### src/rtl/hdlc_tx_pkg.sv
package hdlc_tx_pkg;

    localparam int BYTE_W = 8;

    // Flag byte; sent bit 0 first it reads 0,1,1,1,1,1,1,0
    localparam logic [BYTE_W-1:0] FLAG_PATTERN = 8'h7E;

    typedef enum logic [1:0] {
        TX_IDLE  = 2'd0,
        TX_OPEN  = 2'd1,
        TX_DATA  = 2'd2,
        TX_CLOSE = 2'd3
    } tx_state_e;

endpackage

### src/rtl/hdlc_tx_flag_cnt.sv
module hdlc_tx_flag_cnt #(
    parameter int CNT_W = 4
) (
    input  logic             clk,
    input  logic             rst_n,
    input  logic             load,
    input  logic [CNT_W-1:0] load_val,
    input  logic             dec,
    output logic             last
);

    localparam logic [CNT_W-1:0] ONE = {{(CNT_W-1){1'b0}}, 1'b1};

    logic [CNT_W-1:0] cnt_q;

    always_ff @(posedge clk or negedge rst_n) begin
        if (!rst_n) begin
            cnt_q <= '0;
        end else if (load) begin
            cnt_q <= (load_val == '0) ? ONE : load_val;
        end else if (dec && !last) begin
            cnt_q <= cnt_q - ONE;
        end
    end

    always_comb begin
        last = (cnt_q <= ONE);
    end

    // A loaded count is never zero, so at least one flag is sent
    assert_cnt_loaded_R3: assert property (@(posedge clk) disable iff (!rst_n)
        load |=> (cnt_q != '0))
        else $error("flag count loaded as zero");

endmodule

### src/rtl/hdlc_tx_zero_ins.sv
module hdlc_tx_zero_ins #(
    parameter int RUN    = 5,
    parameter int ONES_W = $clog2(RUN + 1)
) (
    input  logic clk,
    input  logic rst_n,
    input  logic step,
    input  logic flag_mode,
    input  logic bit_val,
    output logic stuff_now
);

    localparam logic [ONES_W-1:0] RUN_LIM = ONES_W'(RUN);

    logic [ONES_W-1:0] ones_q;

    always_comb begin
        stuff_now = (ones_q == RUN_LIM);
    end

    always_ff @(posedge clk or negedge rst_n) begin
        if (!rst_n) begin
            ones_q <= '0;
        end else if (step) begin
            if (flag_mode || stuff_now) begin
                ones_q <= '0;
            end else if (bit_val) begin
                ones_q <= ones_q + 1'b1;
            end else begin
                ones_q <= '0;
            end
        end
    end

    // An inserted zero always ends the run
    assert_run_break_R5: assert property (@(posedge clk) disable iff (!rst_n)
        (step && stuff_now) |=> !stuff_now)
        else $error("run not cleared after inserted zero");

endmodule

### src/rtl/hdlc_tx_framer.sv
module hdlc_tx_framer
    import hdlc_tx_pkg::*;
#(
    parameter int FLAG_CNT_W = 4,
    parameter int STUFF_RUN  = 5
) (
    input  logic                  clk,
    input  logic                  rst_n,
    input  logic                  bit_en,
    input  logic                  start,
    input  logic [FLAG_CNT_W-1:0] open_flags,
    input  logic [FLAG_CNT_W-1:0] close_flags,
    input  logic [BYTE_W-1:0]     fifo_data,
    input  logic                  fifo_empty,
    output logic                  fifo_rd,
    output logic                  tx_line,
    output logic                  busy
);

    localparam int                IDX_W    = $clog2(BYTE_W);
    localparam logic [IDX_W-1:0]  IDX_LAST = IDX_W'(BYTE_W - 1);

    tx_state_e         state_q, state_d;
    logic [IDX_W-1:0]  idx_q;
    logic [BYTE_W-1:0] shreg_q;
    logic              tx_q;

    logic start_ok, emit, stuff, stuff_now, adv, last_bit, cur_bit;
    logic open_last, close_last;

    // ---------------- output / control decode ----------------
    always_comb begin
        busy     = (state_q != TX_IDLE);
        start_ok = (state_q == TX_IDLE) && start;
        emit     = bit_en && busy;
        stuff    = stuff_now && ((state_q == TX_DATA) || (state_q == TX_CLOSE));
        adv      = emit && !stuff;
        last_bit = adv && (idx_q == IDX_LAST);
        unique case (state_q)
            TX_OPEN, TX_CLOSE: cur_bit = stuff ? 1'b0 : FLAG_PATTERN[idx_q];
            TX_DATA:           cur_bit = stuff ? 1'b0 : shreg_q[idx_q];
            default:           cur_bit = 1'b1;
        endcase
        fifo_rd = last_bit && !fifo_empty &&
                  (((state_q == TX_OPEN) && open_last) || (state_q == TX_DATA));
        tx_line = tx_q;
    end

    // ---------------- next state ----------------
    always_comb begin
        state_d = state_q;
        unique case (state_q)
            TX_IDLE:  if (start) state_d = TX_OPEN;
            TX_OPEN:  if (last_bit && open_last)
                          state_d = fifo_empty ? TX_CLOSE : TX_DATA;
            TX_DATA:  if (last_bit && fifo_empty) state_d = TX_CLOSE;
            TX_CLOSE: if (last_bit && close_last) state_d = TX_IDLE;
            default:  state_d = TX_IDLE;
        endcase
    end

    // ---------------- state register and datapath ----------------
    always_ff @(posedge clk or negedge rst_n) begin
        if (!rst_n) begin
            state_q <= TX_IDLE;
            idx_q   <= '0;
            shreg_q <= '0;
            tx_q    <= 1'b1;
        end else begin
            state_q <= state_d;
            if (start_ok) begin
                idx_q <= '0;
            end else if (adv) begin
                idx_q <= idx_q + 1'b1;
            end
            if (fifo_rd) begin
                shreg_q <= fifo_data;
            end
            if (bit_en) begin
                tx_q <= busy ? cur_bit : 1'b1;
            end
        end
    end

    // ---------------- sub-blocks ----------------
    hdlc_tx_flag_cnt #(.CNT_W(FLAG_CNT_W)) u_open_cnt (
        .clk      (clk),
        .rst_n    (rst_n),
        .load     (start_ok),
        .load_val (open_flags),
        .dec      (last_bit && (state_q == TX_OPEN)),
        .last     (open_last)
    );

    hdlc_tx_flag_cnt #(.CNT_W(FLAG_CNT_W)) u_close_cnt (
        .clk      (clk),
        .rst_n    (rst_n),
        .load     (start_ok),
        .load_val (close_flags),
        .dec      (last_bit && (state_q == TX_CLOSE)),
        .last     (close_last)
    );

    hdlc_tx_zero_ins #(.RUN(STUFF_RUN)) u_zero_ins (
        .clk       (clk),
        .rst_n     (rst_n),
        .step      (emit),
        .flag_mode (state_q != TX_DATA),
        .bit_val   (shreg_q[idx_q]),
        .stuff_now (stuff_now)
    );

    // ---------------- assertions ----------------
    assert_line_gated_R9: assert property (@(posedge clk) disable iff (!rst_n)
        !$past(bit_en) |-> $stable(tx_line))
        else $error("line changed without bit strobe");

    assert_idle_high_R1: assert property (@(posedge clk) disable iff (!rst_n)
        (!busy && $past(!busy) && $past(bit_en)) |-> tx_line)
        else $error("line low while idle");

    assert_start_busy_R2: assert property (@(posedge clk) disable iff (!rst_n)
        (start && !busy) |=> busy)
        else $error("start not accepted");

    assert_single_read_R4: assert property (@(posedge clk) disable iff (!rst_n)
        fifo_rd |=> !fifo_rd)
        else $error("back-to-back FIFO reads");

    assert_rd_needs_data_R10: assert property (@(posedge clk) disable iff (!rst_n)
        fifo_rd |-> (busy && bit_en && !fifo_empty))
        else $error("read outside a bit strobe or from empty FIFO");

endmodule

### config.mk
export PLATFORM = sky130hd
export DESIGN_NAME = hdlc_tx_framer
export DESIGN_NICKNAME = d
export VERILOG_FILES = /design/src/rtl/hdlc_tx_pkg.sv /design/src/rtl/hdlc_tx_flag_cnt.sv /design/src/rtl/hdlc_tx_zero_ins.sv /design/src/rtl/hdlc_tx_framer.sv
export SDC_FILE = /design/constraint.sdc
export NUM_CORES = 1
export LEC_CHECK = 0
export CORE_MARGIN = 1.5
export CORE_UTILIZATION = 54
export CTS_CLUSTER_SIZE = 30
export DETAILED_ROUTE_END_ITERATION = 10
export PLACE_DENSITY = 0.79
export RECOVER_POWER = 100
export SLEW_MARGIN = 25
export SYNTH_ARGS = -nofsm -noshare
export SYNTH_HDL_FRONTEND = slang
export SYNTH_HIERARCHICAL = 1
export SYNTH_SLANG_ARGS = --single-unit
### constraint.sdc
create_clock -name clk -period 2.95 [get_ports clk]
set_clock_uncertainty 0.05 [all_clocks]
set_input_delay 0.7375 -clock clk [delete_from_list [all_inputs] [get_ports clk]]
set_output_delay 0.7375 -clock clk [all_outputs]
set_load 0.1 [all_outputs]
### Word level (Yosys, flattened, before mapping)

Memory sizes are Yosys's and may differ from the RTL's.
Cells that the tools add are included.

* order comparisons: 3
* reduce and logical (&&, ||, !) cells: 31
* muxes and demuxes: 23
* $add $sub $neg: 4
* equality and inequality tests: 10

Operators with widths (count)
* 4-bit 2-to-1 mux: 6
* 1-bit logical AND: 15
* 3-bit 2-to-1 mux: 4
* 4-bit by 1-bit less-or-equal comparator with 1-bit output, second input constant: 2
* 4-bit zero test: 2
* 2-bit 2-to-1 mux: 4
* 2-bit case mux with 4 select lines: 1
* 2-bit nonzero test: 4
* 4-bit by 1-bit subtractor with 4-bit output, second input constant: 2
* 3-bit by 1-bit adder with 3-bit output, second input constant: 2
* 3-bit equality test, second input constant: 2
* 1-bit 2-to-1 mux: 6
* 2-bit != test, second input constant: 3
* 2-bit equality test, second input constant: 2
* 1-bit zero test: 4
* 3-bit by 4-bit less-than comparator with 1-bit output, second input constant: 1
* 2-bit by 1-bit != test with 1-bit output, second input constant: 2
* 4-bit AND reduction: 1
* 1-bit binary-select mux with 3-bit select: 1
* 1-bit logical OR: 3
* 2-bit by 1-bit equality test with 1-bit output, second input constant: 1
* 2-bit zero test: 1
* 1-bit case mux with 2 select lines: 1
* 2-bit OR reduction: 1

* bits in registers: 25
* memories: 1
* output and inout bits: 3
* logic and storage cells: 79
* memory bits (read-only): 8

Memory list
* (name not given): depth 8, width 1, rd ports 1, clocked after memory_dff 0, wr ports 0, line hdlc_tx_framer.sv:40 `TX_OPEN, TX_CLOSE: cur_bit = stuff ? 1'b0 : FLAG_PATTERN[idx_q];`

### Depth between registers and ports, before layout

* word-level depth: 10
* depth in mapped cells: 9
* mapped depth without buffers: 9

### Modules after synthesis

The synthesis kept the hierarchy.

By module, submodules not included
* hdlc_tx_framer: cells each 76, area an instance 877.1 um^2, sequential area each 351.6 um^2, instances 1
* hdlc_tx_flag_cnt: cells each 36, area an instance 304.0 um^2, sequential area each 100.1 um^2, instances 2
* hdlc_tx_zero_ins: cells each 17, area an instance 196.4 um^2, sequential area each 75.1 um^2, instances 1

### Worst setup path before layout

Ideal clock, no wire load.

* kind: input to output
* start: input bit_en
* end: output fifo_rd
* stages on the path: 4
* slack: 76 ps
* path buffers: 1
* data arrival time: 2086 ps
* cell sequence: nor2b_2 -> buf_4 -> nand3_4 -> nor3_4

* cells in the longest elaborated chain, start to end: 5

Ends and longest elaborated chain
* from (decl): line hdlc_tx_framer.sv:9 `input logic bit_en,`
* 1-bit logical AND: line hdlc_tx_framer.sv:35 `emit = bit_en && busy;`
* named net emit: line hdlc_tx_framer.sv:28 `logic start_ok, emit, stuff, stuff_now, adv, last_bit, cur_bit;`
* 1-bit logical AND: line hdlc_tx_framer.sv:37 `adv = emit && !stuff;`
* 1-bit logical AND: line hdlc_tx_framer.sv:38 `last_bit = adv && (idx_q == IDX_LAST);`
* 1-bit logical AND (2 in a row): line hdlc_tx_framer.sv:44 `fifo_rd = last_bit && !fifo_empty &&`
* to (decl): line hdlc_tx_framer.sv:15 `output logic fifo_rd,`

The timed path passes the listed nets, and every way through them passes these cells.

### Worst setup path after layout

* start: input bit_en
* end: output fifo_rd

* cells in the longest elaborated chain, start to end: 5

Ends and longest elaborated chain (line)
* 1-bit logical AND: hdlc_tx_framer.sv:35
* 1-bit logical AND: hdlc_tx_framer.sv:37
* 1-bit logical AND: hdlc_tx_framer.sv:38
* 1-bit logical AND (2 in a row): hdlc_tx_framer.sv:44

No other way between the ends.

==> metrics.txt <==
run status=finished clean; Cells after DPL=between 200 and 250; Post-synth EDFFs=0; gp weighted congestion=0.815; max_slew headroom=under 10%; crit end category=output port; post-synthesis sequential area ratio=around 37%; Post-Synth Adder-Cell Area=about a tenth; Max VDD drop=0.527 mV; I/O pin count=24; Hold Slack=between 0.4 and 0.5 ns; HPWL after detailed placement=~2.7 mm; GR Overflow Total=0; final hold vios=0; H-tree depth=1; Routed Antenna Nets=0; Die ar.=~3500 um2; Tcrit/Tclk final=96.5%; CP Max Fanout=3; FP Rows=20; number of clock sinks=25; syn avg cell area=10.2 um2; compound-cell area share of the yosys netlist=12.5%; Yosys cell types=42; Data arrival, critical path=2.06 ns; RSZ-0062 raised after global routing=no; initial antenna violation count=0; Chip Width=about 59 um; area share of and/or/nand/nor cells after synthesis=between 20% and 30%; vias in the first global route=about 1500; Vias=roughly 1400; hold_buf cts=0; wire length per cell=~15 um; worst reg2reg path depth=8; Post-Syn Instances=165; DRT Pass-1 Iters=4; Async S/R FF share, synth=100%; largest net degree at the start of global routing=30; Clk pin slew, worst setup/hold paths=around 0.14 ns; element type at the critical path start=input pin; drt via density=about 5.9; Netlist Area Pre-Place=roughly 1700 um2; nets@finish=approximately 230; fin. max-slew vios=0; cts bufs inserted=3; Initial DRC Count=38; die height=58.8 um; port buffer count=23; Setup-failing EPs final=0; #FFs+latches synth=25; total track usage=23.4%; largest family of logic cells by synthesized area=simple AND/OR/NAND/NOR gates; Sum Neg Setup Slack=0 ns; WL final=3.47 mm; Initial Util=a little under three fifths; core area=~3000 um2; first-pass GRT wire length=6.18 mm; leakage=~0.86 nW; XOR/XNOR share of the synthesized area=less than 1%; Clock Tree Root=clkbuf_4; Max Cap Violations=0; mux contribution to synthesized area=10.6%; Final min period=approximately 2.8 ns; CTS tree=built; Worst-Margin Slew=~1.4 ns; Worst-Skew Late Latency=around 0.32 ns; post-cts gate resize count=0; Syn Nets=200; Placement Cell Area=1990 um2; most used flip-flop cell after synthesis=dfrtp_1; CTS max path bufs=2; WHS Path Cells=1; total power=1.65 mW; PwrDens=~830 nW/um2; Non-Filler Instances=between 200 and 250; DRC viols=0; Hold Path Class=reg2reg; Peak Freq=351 MHz; crit-path cells=dlygate4sd3_1 > nor2b_2 > nand3_4 > nor3_4 > buf_12; Post CTS Setup Buffer Count=0; layout cells sized above 1=between 10% and 20%; area delta synth->final=17.7%; synth warn=6; crit-path max cell delay=between 0.5 and 0.6 ns; Final Cell Area=approximately 2000 um2; WP data required=~2.2 ns; WS Path Type=in2out; ANT cells=0; Critical Path Slowest Stage Cell=dlygate4sd3_1
-- kinds of logic (layout without fill, tap and decap cells) --
logic type / after synthesis / count (layout)
buffers and inverters: 17 / 47
adders and majority gates: 14 / 14
xor gates and xnor gates: 1 / 1
muxes: 14 / 14
and+or+nand+nor: 67 / 67
DFF: 25 / 25
AOI/OAI and AO/OA: 27 / 27
-- stage by stage --
stage,util [%],worst slack (ns)
6_report,65.9,0.103
5_1_grt,65.9,0.0207
4_1_cts,67.0,0.147
3_5_place_dp,66.1,0.154
3_3_place_gp,66.1,0.168
2_1_floorplan,-,0.0760
-- flip-flops by register name, summed over array words and instances, names as in the netlist --
signal,cells
shreg_q,8
u_close_cnt/cnt_q,4
u_open_cnt/cnt_q,4
idx_q,3
u_zero_ins/ones_q,3
state_q,2
tx_line,1
-- worst paths after layout --
path,slack (ns),to,start
setup reg to reg,0.48,state_q[0],state_q[0]
setup / recovery,0.10,fifo_rd,bit_en
max in group asynchronous,0.89,u_zero_ins/ones_q[0],rst_n
hold / removal,0.48,shreg_q[7],shreg_q[7]
hold reg to reg,0.48,shreg_q[7],shreg_q[7]
min in group asynchronous,1.17,shreg_q[5],rst_n
-- area by class of cell --
type                       count  area (um2)
fill                         249        1020
tap                           33        41.3
clock buffer                   4        26.3
inverter                      14        52.6
multi-input combinational    123         977
sequential                    25         627
timing repair buffer          29         255
-- critical path, delay by kind of cell --
kind                   cells  cell delay [ns]
buffers and inverters      2             0.77
AND/OR/NAND/NOR            3             0.56
-- synth_stat cells (2+ instances only) --
library cell	instances	area share (%)
nand2b_1	2	0.74
a221o_1	2	1.2
nor4_1	4	1.5
o21ai_0	2	0.60
o41ai_2	2	1.9
nor3_1	6	1.8
mux2_2	11	7.4
nand3b_1	3	1.3
a21oi_1	9	2.7
buf_2	2	0.60
o311ai_0	2	1.0
ha_1	14	10
nand2_1	11	2.5
and4b_2	2	1.3
dfrtp_1	24	36
nor2_1	13	2.9
nand4b_1	4	2.1
nand3_1	4	1.2
nor2b_1	2	0.74
or2_2	2	0.74
or4b_1	2	1.2
mux4_2	2	2.7
nor3b_1	6	2.7
inv_1	14	3.1
a31oi_1	3	1.1
-- cell usage in the layout (no fill, tap or decap), types with 7 or more instances in the layout --
master           instances
mux2_2                  10
ha_1                    14
clkbuf_1                 7
a21oi_1                  9
nor2_1                  13
clkdlybuf4s50_1         18
nand2_1                 11
inv_1                   14
dfrtp_1                 24
-- power breakdown --
group	internal (mW)	switching, mW	total (mW)
clock network	0.0530	0.108	0.161
registers	0.469	0.147	0.616
logic	0.361	0.513	0.874
total	0.883	0.767	1.65
-- routing by layer --
metal	track usage, %	share of wire [%]	vias up
li1	-	-	662
met1	27.6	43	665
met2	42.5	53	22
met3	2.64	2.4	4
met4	10.1	1.3	0
met5	0	0	-
(Power assumes the default switching activity.)
